===== config.mk =====
export PLATFORM = sky130hd
export DESIGN_NAME = bq_decade_counter
export DESIGN_NICKNAME = d
export VERILOG_FILES = /design/src/rtl/bq_pkg.sv /design/src/rtl/bq_fall_detect.sv /design/src/rtl/bq_div2.sv /design/src/rtl/bq_divn.sv /design/src/rtl/bq_decade_counter.sv
export SDC_FILE = /design/constraint.sdc
export NUM_CORES = 1
export LEC_CHECK = 0
export ABC_AREA = 1
export BUFFER_PORTS_ARGS = -buffer_cell sky130_fd_sc_hd__buf_2
export CAP_MARGIN = 20
export CORE_MARGIN = 1.5
export CORE_UTILIZATION = 40
export CTS_CLUSTER_SIZE = 14
export DETAILED_ROUTE_END_ITERATION = 6
export HOLD_SLACK_MARGIN = 0.05
export SYNTH_ARGS = -nofsm -noshare
export SYNTH_HDL_FRONTEND = slang
export SYNTH_HIERARCHICAL = 1
export SYNTH_SLANG_ARGS = --single-unit

===== constraint.sdc =====
create_clock -name clk -period 2.6 [get_ports clk]
set_clock_uncertainty 0.05 [all_clocks]
set_input_delay 0 -clock clk [delete_from_list [all_inputs] [get_ports clk]]
set_output_delay 0 -clock clk [all_outputs]
set_load 0.005 [all_outputs]

===== src/rtl/bq_pkg.sv =====
package bq_pkg;
  typedef enum logic [1:0] {
    MODE_SPLIT = 2'd0,
    MODE_BCD   = 2'd1,
    MODE_BIQ   = 2'd2,
    MODE_ALT   = 2'd3
  } bq_mode_e;

  localparam int QUIN_MOD   = 5;
  localparam int QUIN_WIDTH = $clog2(QUIN_MOD);
endpackage


===== src/rtl/bq_fall_detect.sv =====
module bq_fall_detect #(
  parameter int SYNC_STAGES = 2
) (
  input  logic clk,
  input  logic rst_n,
  input  logic din,
  output logic fall_o
);
  localparam int LAST = SYNC_STAGES;

  logic [LAST:0] shift_q;
  logic [LAST:0] shift_d;

  // stage 0 samples the pin; the top stage holds the previous settled sample
  generate
    if (LAST == 0) begin : g_single
      always_comb shift_d = din;
    end else begin : g_chain
      always_comb shift_d = {shift_q[LAST-1:0], din};
    end
  endgenerate

  always_ff @(posedge clk or negedge rst_n) begin
    if (!rst_n) shift_q <= '0;
    else        shift_q <= shift_d;
  end

  generate
    if (LAST == 0) begin : g_fall_single
      assign fall_o = 1'b0;
    end else begin : g_fall_chain
      assign fall_o = shift_q[LAST] & ~shift_q[LAST-1];
    end
  endgenerate
endmodule


===== src/rtl/bq_div2.sv =====
module bq_div2 (
  input  logic clk,
  input  logic rst_n,
  input  logic load_zero,
  input  logic load_nine,
  input  logic adv,
  output logic q
);
  logic q_d;
  logic q_en;

  always_comb begin
    q_en = load_nine | load_zero | adv;
    if (load_nine)      q_d = 1'b1;
    else if (load_zero) q_d = 1'b0;
    else                q_d = ~q;
  end

  always_ff @(posedge clk or negedge rst_n) begin
    if (!rst_n)    q <= 1'b0;
    else if (q_en) q <= q_d;
  end
endmodule


===== src/rtl/bq_divn.sv =====
module bq_divn #(
  parameter int MODULUS = 5,
  parameter int WIDTH   = $clog2(MODULUS)
) (
  input  logic             clk,
  input  logic             rst_n,
  input  logic             load_zero,
  input  logic             load_nine,
  input  logic             adv,
  output logic [WIDTH-1:0] q,
  output logic             at_top
);
  localparam logic [WIDTH-1:0] TOP = WIDTH'(MODULUS - 1);

  logic [WIDTH-1:0] q_d;
  logic             q_en;

  assign at_top = (q == TOP);

  always_comb begin
    q_en = load_nine | load_zero | adv;
    if (load_nine)      q_d = TOP;
    else if (load_zero) q_d = '0;
    else if (q >= TOP)  q_d = '0;   // wrap, and any unused code folds to zero
    else                q_d = q + 1'b1;
  end

  always_ff @(posedge clk or negedge rst_n) begin
    if (!rst_n)    q <= '0;
    else if (q_en) q <= q_d;
  end
endmodule


===== src/rtl/bq_decade_counter.sv =====
module bq_decade_counter
  import bq_pkg::*;
#(
  parameter int SYNC_STAGES = 2
) (
  input  logic       clk,
  input  logic       rst_n,
  input  logic       cnt_a_i,
  input  logic       cnt_b_i,
  input  logic [1:0] mode_i,
  input  logic       clr_a_i,
  input  logic       clr_b_i,
  input  logic       nine_a_i,
  input  logic       nine_b_i,
  output logic [3:0] q_o
);
  logic fall_a, fall_b;
  logic ctl_nine, ctl_zero, ctl_hold;
  logic adv_a, adv_b;
  logic qa;
  logic [QUIN_WIDTH-1:0] qq;
  logic quin_top;
  bq_mode_e mode;

  assign mode = bq_mode_e'(mode_i);

  bq_fall_detect #(.SYNC_STAGES(SYNC_STAGES)) u_edge_a (
    .clk(clk), .rst_n(rst_n), .din(cnt_a_i), .fall_o(fall_a));
  bq_fall_detect #(.SYNC_STAGES(SYNC_STAGES)) u_edge_b (
    .clk(clk), .rst_n(rst_n), .din(cnt_b_i), .fall_o(fall_b));

  always_comb begin
    ctl_nine = nine_a_i & nine_b_i;
    ctl_zero = clr_a_i & clr_b_i & ~ctl_nine;
    ctl_hold = ctl_nine | (clr_a_i & clr_b_i);
  end

  // chained modes feed one section's carry straight into the other's advance
  always_comb begin
    unique case (mode)
      MODE_BCD: begin
        adv_a = fall_a;
        adv_b = fall_a & qa;
      end
      MODE_BIQ: begin
        adv_b = fall_b;
        adv_a = fall_b & quin_top;
      end
      default: begin
        adv_a = fall_a;
        adv_b = fall_b;
      end
    endcase
    adv_a = adv_a & ~ctl_hold;
    adv_b = adv_b & ~ctl_hold;
  end

  bq_div2 u_bin (
    .clk(clk), .rst_n(rst_n), .load_zero(ctl_zero), .load_nine(ctl_nine),
    .adv(adv_a), .q(qa));

  bq_divn #(.MODULUS(QUIN_MOD), .WIDTH(QUIN_WIDTH)) u_quin (
    .clk(clk), .rst_n(rst_n), .load_zero(ctl_zero), .load_nine(ctl_nine),
    .adv(adv_b), .q(qq), .at_top(quin_top));

  assign q_o = {qq, qa};
endmodule


### Word-level counts from Yosys, hierarchy flattened

Cells that the tools add are included.

| word-level totals | value |
|---|---|
| register bits after elaboration | 10 |
| bits in latches | 0 |
| memory bits (writable) | 0 |
| memory bits (read-only) | 0 |
| bits of input ports | 10 |
| logic and storage cells | 34 |
| memories | 0 |

| operators by class | value |
|---|---|
| add/sub/neg operators | 1 |
| multiply operators | 0 |
| divide/modulo/power cells | 0 |
| order comparisons | 1 |
| eq/ne operators | 3 |
| shift operators | 0 |
| muxes and demuxes | 7 |
| bitwise operators | 18 |
| reduce and logical (&&, ||, !) cells | 0 |

Operator list:

| operator | count |
|---|---|
| $and A1 B1 Y1 | 9 |
| $mux W3 | 3 |
| $not A1 Y1 | 5 |
| $mux W1 | 4 |
| $or A1 B1 Y1 | 4 |
| $add A3 B1 Y3 const B | 1 |
| $eq A3 B3 Y1 const B | 1 |
| $ge A3 B3 Y1 const B | 1 |
| $eq A2 B1 Y1 const B | 1 |
| $eq A2 B2 Y1 const B | 1 |

### Depth between registers and ports, before layout

Gate-level depths: netlist of the first run.

| depth | value |
|---|---|
| word-level depth | 6 |
| mapped depth | 12 |

### Modules after synthesis

Netlist of the first run, hierarchy kept.

By module, submodules not included:

| module | times used | cells an instance | area each (µm²) | sequential area each (µm²) |
|---|---|---|---|---|
| bq_divn | 1 | 28 | 209.0 | 75.1 |
| bq_fall_detect | 2 | 5 | 85.1 | 75.1 |
| bq_decade_counter | 1 | 22 | 92.6 | 0.0 |
| bq_div2 | 1 | 9 | 56.3 | 25.0 |

### Worst setup path after synthesis of the first run

No wires, ideal clock.

| timing path | value |
|---|---|
| path type | register -> register |
| start point | reg u_quin.q[0] |
| end point | reg u_bin.q |
| setup time | 117 ps |
| arrival time | 1114 ps |
| data required time | 2433 ps |
| path slack | 1319 ps |
| stages on the path, launching flop included | 12 |
| buffers on the path | 0 |
| period minus slack after synthesis | 1281 ps |
| cell sequence | dfrtp_1 -> inv_1 -> ha_1 -> nand2_1 -> inv_1 -> nand2_1 -> inv_1 -> nand2_1 -> a21oi_2 -> nand2_1 -> nand3_1 -> nand2_1 |

| between the ends | value |
|---|---|
| word-level cells in the longest chain between the ends | 5 |

RTL lines:

| element | RTL line | RTL |
|---|---|---|
| start: declaration | bq_divn.sv:10 | `output logic [WIDTH-1:0] q,` |
| start signal: assignment | bq_divn.sv:30 | `else if (q_en) q <= q_d;` |
| $eq A3 B3 Y1 | bq_divn.sv:18 | `assign at_top = (q == TOP);` |
| via quin_top | bq_decade_counter.sv:22 | `logic quin_top;` |
| $and A1 B1 Y1 | bq_decade_counter.sv:47 | `adv_a = fall_b & quin_top;` |
| $mux W1 | bq_decade_counter.sv:40 | `unique case (mode)` |
| $and A1 B1 Y1 | bq_decade_counter.sv:54 | `adv_a = adv_a & ~ctl_hold;` |
| via adv_a | bq_decade_counter.sv:19 | `logic adv_a, adv_b;` |
| $or A1 B1 Y1 | bq_div2.sv:13 | `q_en = load_nine \| load_zero \| adv;` |
| end signal: assignment | bq_div2.sv:21 | `else if (q_en) q <= q_d;` |
| end: declaration | bq_div2.sv:7 | `output logic q` |

The timed path passes the listed nets, and every way through them passes these cells.
A chain may end at the register's enable or synchronous reset.

### Worst setup path in the final report of the first run

| timing path | value |
|---|---|
| start point | in nine_b_i |
| end point | reg u_quin.q[2] |

| between the ends | value |
|---|---|
| word-level cells in the longest chain between the ends | 5 |
| elaborated cells between the ends (all ways) | 10 |
| those cells by class | 2 x mux; 8 x bitwise |

RTL lines:

| element | RTL line | RTL |
|---|---|---|
| start: declaration | bq_decade_counter.sv:14 | `input logic nine_b_i,` |
| $and A1 B1 Y1 * | bq_decade_counter.sv:33 | `ctl_nine = nine_a_i & nine_b_i;` |
| via ctl_nine | bq_decade_counter.sv:18 | `logic ctl_nine, ctl_zero, ctl_hold;` |
| $not A1 Y1 * | bq_decade_counter.sv:34 | `ctl_zero = clr_a_i & clr_b_i & ~ctl_nine;` |
| $and A1 B1 Y1 * | bq_decade_counter.sv:34 |  |
| via ctl_zero | bq_decade_counter.sv:18 |  |
| $mux W3 / $or A1 B1 Y1 (equally long branches) | bq_divn.sv:23, bq_divn.sv:21 |  |
| $mux W3 / $or A1 B1 Y1 (equally long branches) | bq_divn.sv:22, bq_divn.sv:21 |  |

Mark *: on every way through the listed nets, which the timed path passes. The rest lies on a longest branch.

==> results.json, run 1 <==
{
  "status": "completed",
  "fp-row-count": 12,
  "fin_crit_sh": 0.6969,
  "async_flop_share": 1.000,
  "viasPerCell": 4.298,
  "finalNetCount": 103,
  "clock_latency_ns": 0.27,
  "place_congestion": 0.7462,
  "die_y_um": 39.33,
  "p_per_area_mw_per_mm2": 593.3,
  "dp_hpwl_um": 679.3,
  "yosysWarnings": 6,
  "cts_max_level": 1,
  "max_cap_violations": 0,
  "dr.pass1.iters": 4,
  "period_minus_slack_ns": 1.812,
  "ys_seq_elements": 10,
  "top_level_ports": 14,
  "ir_worst_vdd_mv": 0.3503,
  "ctsResizeCount": 0,
  "synth.area.top_cells": "dfrtp_1 (47%), nand2_1 (16%), inv_1 (11%)",
  "n_antenna_cell": 0,
  "numCtsBuffers": 3,
  "synth-edff-count": 0,
  "wl_per_cell_um": 8.837,
  "r2r_setup_slack_ns": 1.21,
  "r2r_end": "u_bin/q",
  "synth_common_cells": "nand2_1 (23), inv_1 (16), dfrtp_1 (10), nor2_1 (5)",
  "tns_ns": 0,
  "dp.cells": 95,
  "synth_top_flop_cell": "dfrtp_1",
  "drc_errors": 0,
  "hp-class": "in2async",
  "fin_cells": 104,
  "coreArea_sq_mm": 0.001171,
  "crit_fanout": 4,
  "tightest_slew_ns": 0.2593,
  "antenna_found_initial": 0,
  "yosysMostFrequentCell": "nand2_1",
  "grt_util_met3": 0.05114,
  "relSlewSlack": 0.8265,
  "busiest_layer": "met2",
  "r2r_start": "u_quin/q[0]",
  "die_area_sq_mm": 0.001547,
  "crit_arrival_ns": 1.92,
  "crit_type": "in2reg",
  "netlist_area_sq_um": 528.0,
  "ant_nets": 0,
  "io_buffer_count": 13,
  "max_freq_mhz": 551.9,
  "timing.critical_path.mode_cell": "nand2_1",
  "grt_max_degree": 11,
  "rsz0062_at_grt": "false",
  "syn_inst": 69,
  "drive_gt1_frac": 0.2778,
  "grt_first_pass_wirelength_um": 1483,
  "cpPeakStageDelay_ns": 0.56,
  "multi_input_area_sq_um": 198.9,
  "cts.path.max_buffers": 2,
  "drt_wl_total_um": 919,
  "synth_fp_nets": 81,
  "synth.top_cell.area_share": 0.4739,
  "clock-root-buffer": "clkbuf_4",
  "worst_setup_path_end_kind": "register",
  "cp-start-kind": "input pin",
  "area_growth_pct": 30.57,
  "setup_viol": 0,
  "clock_sinks": 10,
  "yosysSeqAreaShare": 0.4739,
  "hold_viol": 0,
  "r2r.worst_path.cells": 11,
  "start_util": 0.4509,
  "grt_pass1_vias": 379,
  "avgSynthCellArea_sq_um": 7.652,
  "track_usage": 0.1578,
  "regArea_sq_um": 250.2,
  "fill_cells": 109,
  "critPathRequiredTime_ns": 2.71,
  "gr-usage-met2": 0.2375,
  "yosysTopAreaCell": "dfrtp_1",
  "path_clk_slew_ns": 0.08,
  "drt_iter0_drc": 4,
  "grtUsageMet1": 0.1799,
  "vias": 447,
  "grt_overflow": 0,
  "power.leakage_uw": 0.0004116,
  "cpMaxStageDelayCell": "dlygate4sd3_1",
  "cts_tree": "done",
  "synth_cell_types": 13,
  "crit_chain": "dlygate4sd3_1 > buf_2 > nand2_1 > dlygate4sd3_1 > inv_1 > nor2_1 > inv_2 > nand3b_4 > inv_2 > nand2_1 > nand2_1",
  "die_x_um": 39.33,
  "finalMaxSlewViolations": 0
}
cell usage in the layout (no fill, tap or decap):
cell type and instances:
nand3_1 2, nor2_2 3, a21oi_2 1, nand3b_4 1, clkbuf_4 3, a21oi_1 1
inv_1 16, nand2_1 23, clkbuf_8 1, ha_1 2, dfrtp_1 10, buf_2 13
nand4_1 1, dlygate4sd3_1 5, nor2_1 5, inv_2 3
flip-flops by register name, indices dropped and copies added (netlist names):
register          cells
u_edge_b/shift_q      3
u_bin/q               1
u_edge_a/shift_q      3
u_quin/q              3
per-stage QoR:
step	instance area (sq um)	hold WS, ns	setup WS (ns)	total power [uW]	utilization
after floorplan	528.0	-0.3456	1.319	235.1	-
after global placement	603.1	-0.1779	1.259	261.0	0.5150
after detailed placement	603.1	-0.1780	1.225	262.8	0.5150
after CTS	689.4	0.06111	0.8381	415.5	0.5887
after global routing	689.4	0.08070	0.6552	431.7	0.5887
final	689.4	0.06080	0.7880	409.0	0.5887
how the worst max path moves through the flow:
| stage | from | endpoint | slack [ns] | cells past startpoint |
|---|---|---|---|---|
| 2_1_floorplan | u_quin/q[0] | u_bin/q | 1.32 | 11 |
| 6_report | nine_b_i | u_quin/q[2] | 0.79 | 11 |
| 4_1_cts | nine_b_i | u_quin/q[2] | 0.84 | 11 |
| 3_5_place_dp | u_quin/q[0] | u_bin/q | 1.23 | 11 |
| 5_1_grt | nine_b_i | u_quin/q[2] | 0.66 | 11 |
| 3_3_place_gp | u_quin/q[0] | u_bin/q | 1.26 | 11 |
final cells by class:
cell class | instances | area share
clock buffer | 4 | 0.05263
inverter | 19 | 0.1034
tap | 14 | 0.02541
timing repair buffer | 18 | 0.1670
multi-input combinational | 39 | 0.2886
sequential | 10 | 0.3630
per-layer routing:
layer,routed length (um),up-vias
met2,423,13
li1,-,238
met1,412,191
met4,34,0
met3,50,5
met5,0,-
kinds of logic after synthesis:
family | share of synthesized area
buffers and inverters | 0.1493
AND/OR/NAND/NOR | 0.3033
flip-flops | 0.4739
AO/OA/AOI/OAI | 0.02606
adder cells (fa/ha/maj) | 0.04739
report_power, final:
group          switching [uW]  leakage (uW)  internal (uW)
sequential               12.4      0.000121            170
combinational            43.8      0.000270           39.0
clock                    58.6     0.0000210           85.1
repair_timing:
item / in CTS / in global routing
hold buffers: 5 / 0
hold endpoints to repair: 13 / 0
setup buffers: 0 / 0
worst max-delay path, delay by kind of cell:
family,cells,cell delay [ns]
buf+inv,6,1.43
simple gates,5,0.49
Note: power is estimated with default switching activity, not from simulation.
==> run 2, diff against run 1 <==
- clock period: 2.6 -> 1.75 ns (I/O delays scaled with it)
==> results.json, run 2 (synthesis gave the netlist of run 1 again) <==
{
  "cts_max_level": 1,
  "dp.cells": 95,
  "cpPeakStageDelay_ns": 0.42,
  "crit_arrival_ns": 1.45,
  "fp-row-count": 12,
  "r2r_start": "u_quin/q[0]",
  "dr.pass1.iters": 4,
  "worst_setup_path_end_kind": "register",
  "wl_per_cell_um": 8.050,
  "grt_pass1_vias": 369,
  "viasPerCell": 4.218,
  "cts.path.max_buffers": 2,
  "drc_errors": 0,
  "wl_met2_um": 401,
  "start_util": 0.4509,
  "io_buffer_count": 13,
  "cp.buffers_inverters": 3,
  "setup_viol": 0,
  "finalMaxSlewViolations": 0,
  "top_level_ports": 14,
  "power_switching_uw": 143.3,
  "fill_cells": 114,
  "period_minus_slack_ns": 1.357,
  "p_int_uw": 385.2,
  "worstSetupPathDepth": 11,
  "track_usage": 0.1368,
  "hp-start": "nine_b_i",
  "status": "completed",
  "r2r_end": "u_bin/q",
  "vias": 426,
  "drt_wl_total_um": 813,
  "drive_gt1_frac": 0.2759,
  "drt_iter0_drc": 7,
  "finalNetCount": 101,
  "cp-start-kind": "register",
  "hold_path_end": "u_bin/q",
  "relSlewSlack": 0.8264,
  "hold_viol": 0,
  "wl_met1_um": 354,
  "antenna_found_initial": 0,
  "fin_cells": 101,
  "hold_depth": 5,
  "n_antenna_cell": 0,
  "path_clk_slew_ns": 0.06,
  "path_delay_family": "flip-flops",
  "die_y_um": 39.33,
  "grt_overflow": 0,
  "r2r.worst_path.cells": 11,
  "dp_slack_ns": 0.3724,
  "reg_top3": "u_edge_a/shift_q: 3 flops, u_edge_b/shift_q: 3 flops, u_quin/q: 3 flops",
  "final_common_cell": "nand2_1",
  "pwr-share-seq": 0.517,
  "mostFrequentLayoutCells": "nand2_1 (23), inv_1 (16), buf_2 (13), dfrtp_1 (10), nor2_1 (5)",
  "timing.critical_path.mode_cell": "nand2_1",
  "max_freq_mhz": 736.8,
  "coreArea_sq_mm": 0.001171,
  "p_clk_frac": 0.269,
  "clock_sinks": 10,
  "grt_max_degree": 11,
  "hp-class": "in2reg",
  "power.leakage_uw": 0.0003975,
  "switching_share": 0.2712,
  "routed.top_layer": "met4",
  "rsz0062_at_grt": "false",
  "tns_ns": 0,
  "p_per_area_mw_per_mm2": 806.2,
  "tightest_slew_ns": 0.2595,
  "critPathRequiredTime_ns": 1.85,
  "area_growth_pct": 24.17,
  "cpMaxStageDelayCell": "dfrtp_1",
  "cts_tree": "done",
  "grt_first_pass_wirelength_um": 1366,
  "whs_ns": 0.07208,
  "r2r_setup_slack_ns": 0.39,
  "die_x_um": 39.33,
  "ir_worst_vdd_mv": 0.5324,
  "dp_hpwl_um": 642,
  "clock_latency_ns": 0.25,
  "ant_nets": 0,
  "crit_fanout": 5,
  "ctsResizeCount": 0,
  "layout_setup_ws_ns": 0.3928,
  "clock-root-buffer": "clkbuf_4",
  "dr_wl_met3_um": 49,
  "crit_type": "reg2reg",
  "crit_chain": "inv_1 > ha_1 > nand2_1 > inv_1 > nand2_1 > inv_1 > nand2_1 > a21oi_2 > nand2_1 > nand3_1 > nand2_1",
  "place_congestion": 0.7298,
  "max_cap_violations": 0,
  "comb_power_share": 0.214,
  "fin_crit_sh": 0.7756,
  "numCtsBuffers": 3,
  "die_area_sq_mm": 0.001547
}
[run 2: cell types whose count changed in the layout (fill, tap and decap cells not counted)]
cell           change
clkbuf_8           -1
dlygate4sd3_1      -2
[run 2: what timing repair did]
item                       4_1_cts  5_1_grt
hold buffers                     3        0
setup endpoints to repair        0        0
buffers inserted                 0        0
hold endpoints to repair        12        0
[run 2: worst max path at each step]
| stage | from | to |
|---|---|---|
| global route | u_quin/q[0] | u_bin/q |
| detailed placement | u_quin/q[0] | u_bin/q |
| finish | u_quin/q[0] | u_bin/q |
| CTS | u_quin/q[0] | u_bin/q |
| floorplan | u_quin/q[0] | u_bin/q |
| global placement | u_quin/q[0] | u_bin/q |
[run 2: power groups by stage]
stage / combinational (uW) / clock [uW] / sequential, uW
2_1_floorplan: 74.0 / 0 / 275
3_3_place_gp: 108 / 0 / 277
3_5_place_dp: 109 / 0 / 278
4_1_cts: 115 / 149 / 274
5_1_grt: 135 / 156 / 277
6_report: 113 / 142 / 273
[run 2: through the flow]
stage          power, uW  utilization  cell area (sq um)
3_3_place_gp       385.5       0.5150              603.1
5_1_grt            567.9       0.5598              655.6
6_report           528.6       0.5598              655.6
3_5_place_dp       387.2       0.5150              603.1
2_1_floorplan      349.2            -              528.0
4_1_cts            537.5       0.5598              655.6
[run 2: area by class of cell]
type | count | area [sq um] | share of cell area
Multi-Input combinational cell | 39 | 198.9 | 0.3034
Inverter | 19 | 71.32 | 0.1088
Timing Repair Buffer | 16 | 95.09 | 0.1450
Clock buffer | 3 | 22.52 | 0.03435
Sequential cell | 10 | 250.2 | 0.3817
Tap cell | 14 | 17.52 | 0.02672
[run 2: worst min-delay path, cell delays in order]
cell     delay, ns
buf_2         0.10
nand2_1       0.06
inv_1         0.08
inv_1         0.06
nand2_1       0.04
[run 2: layer usage]
metal / GRT usage / vias up
met5: 0 / -
met4: 0.02586 / 0
met3: 0.05114 / 2
met2: 0.2458 / 11
met1: 0.1533 / 179
li1: - / 234
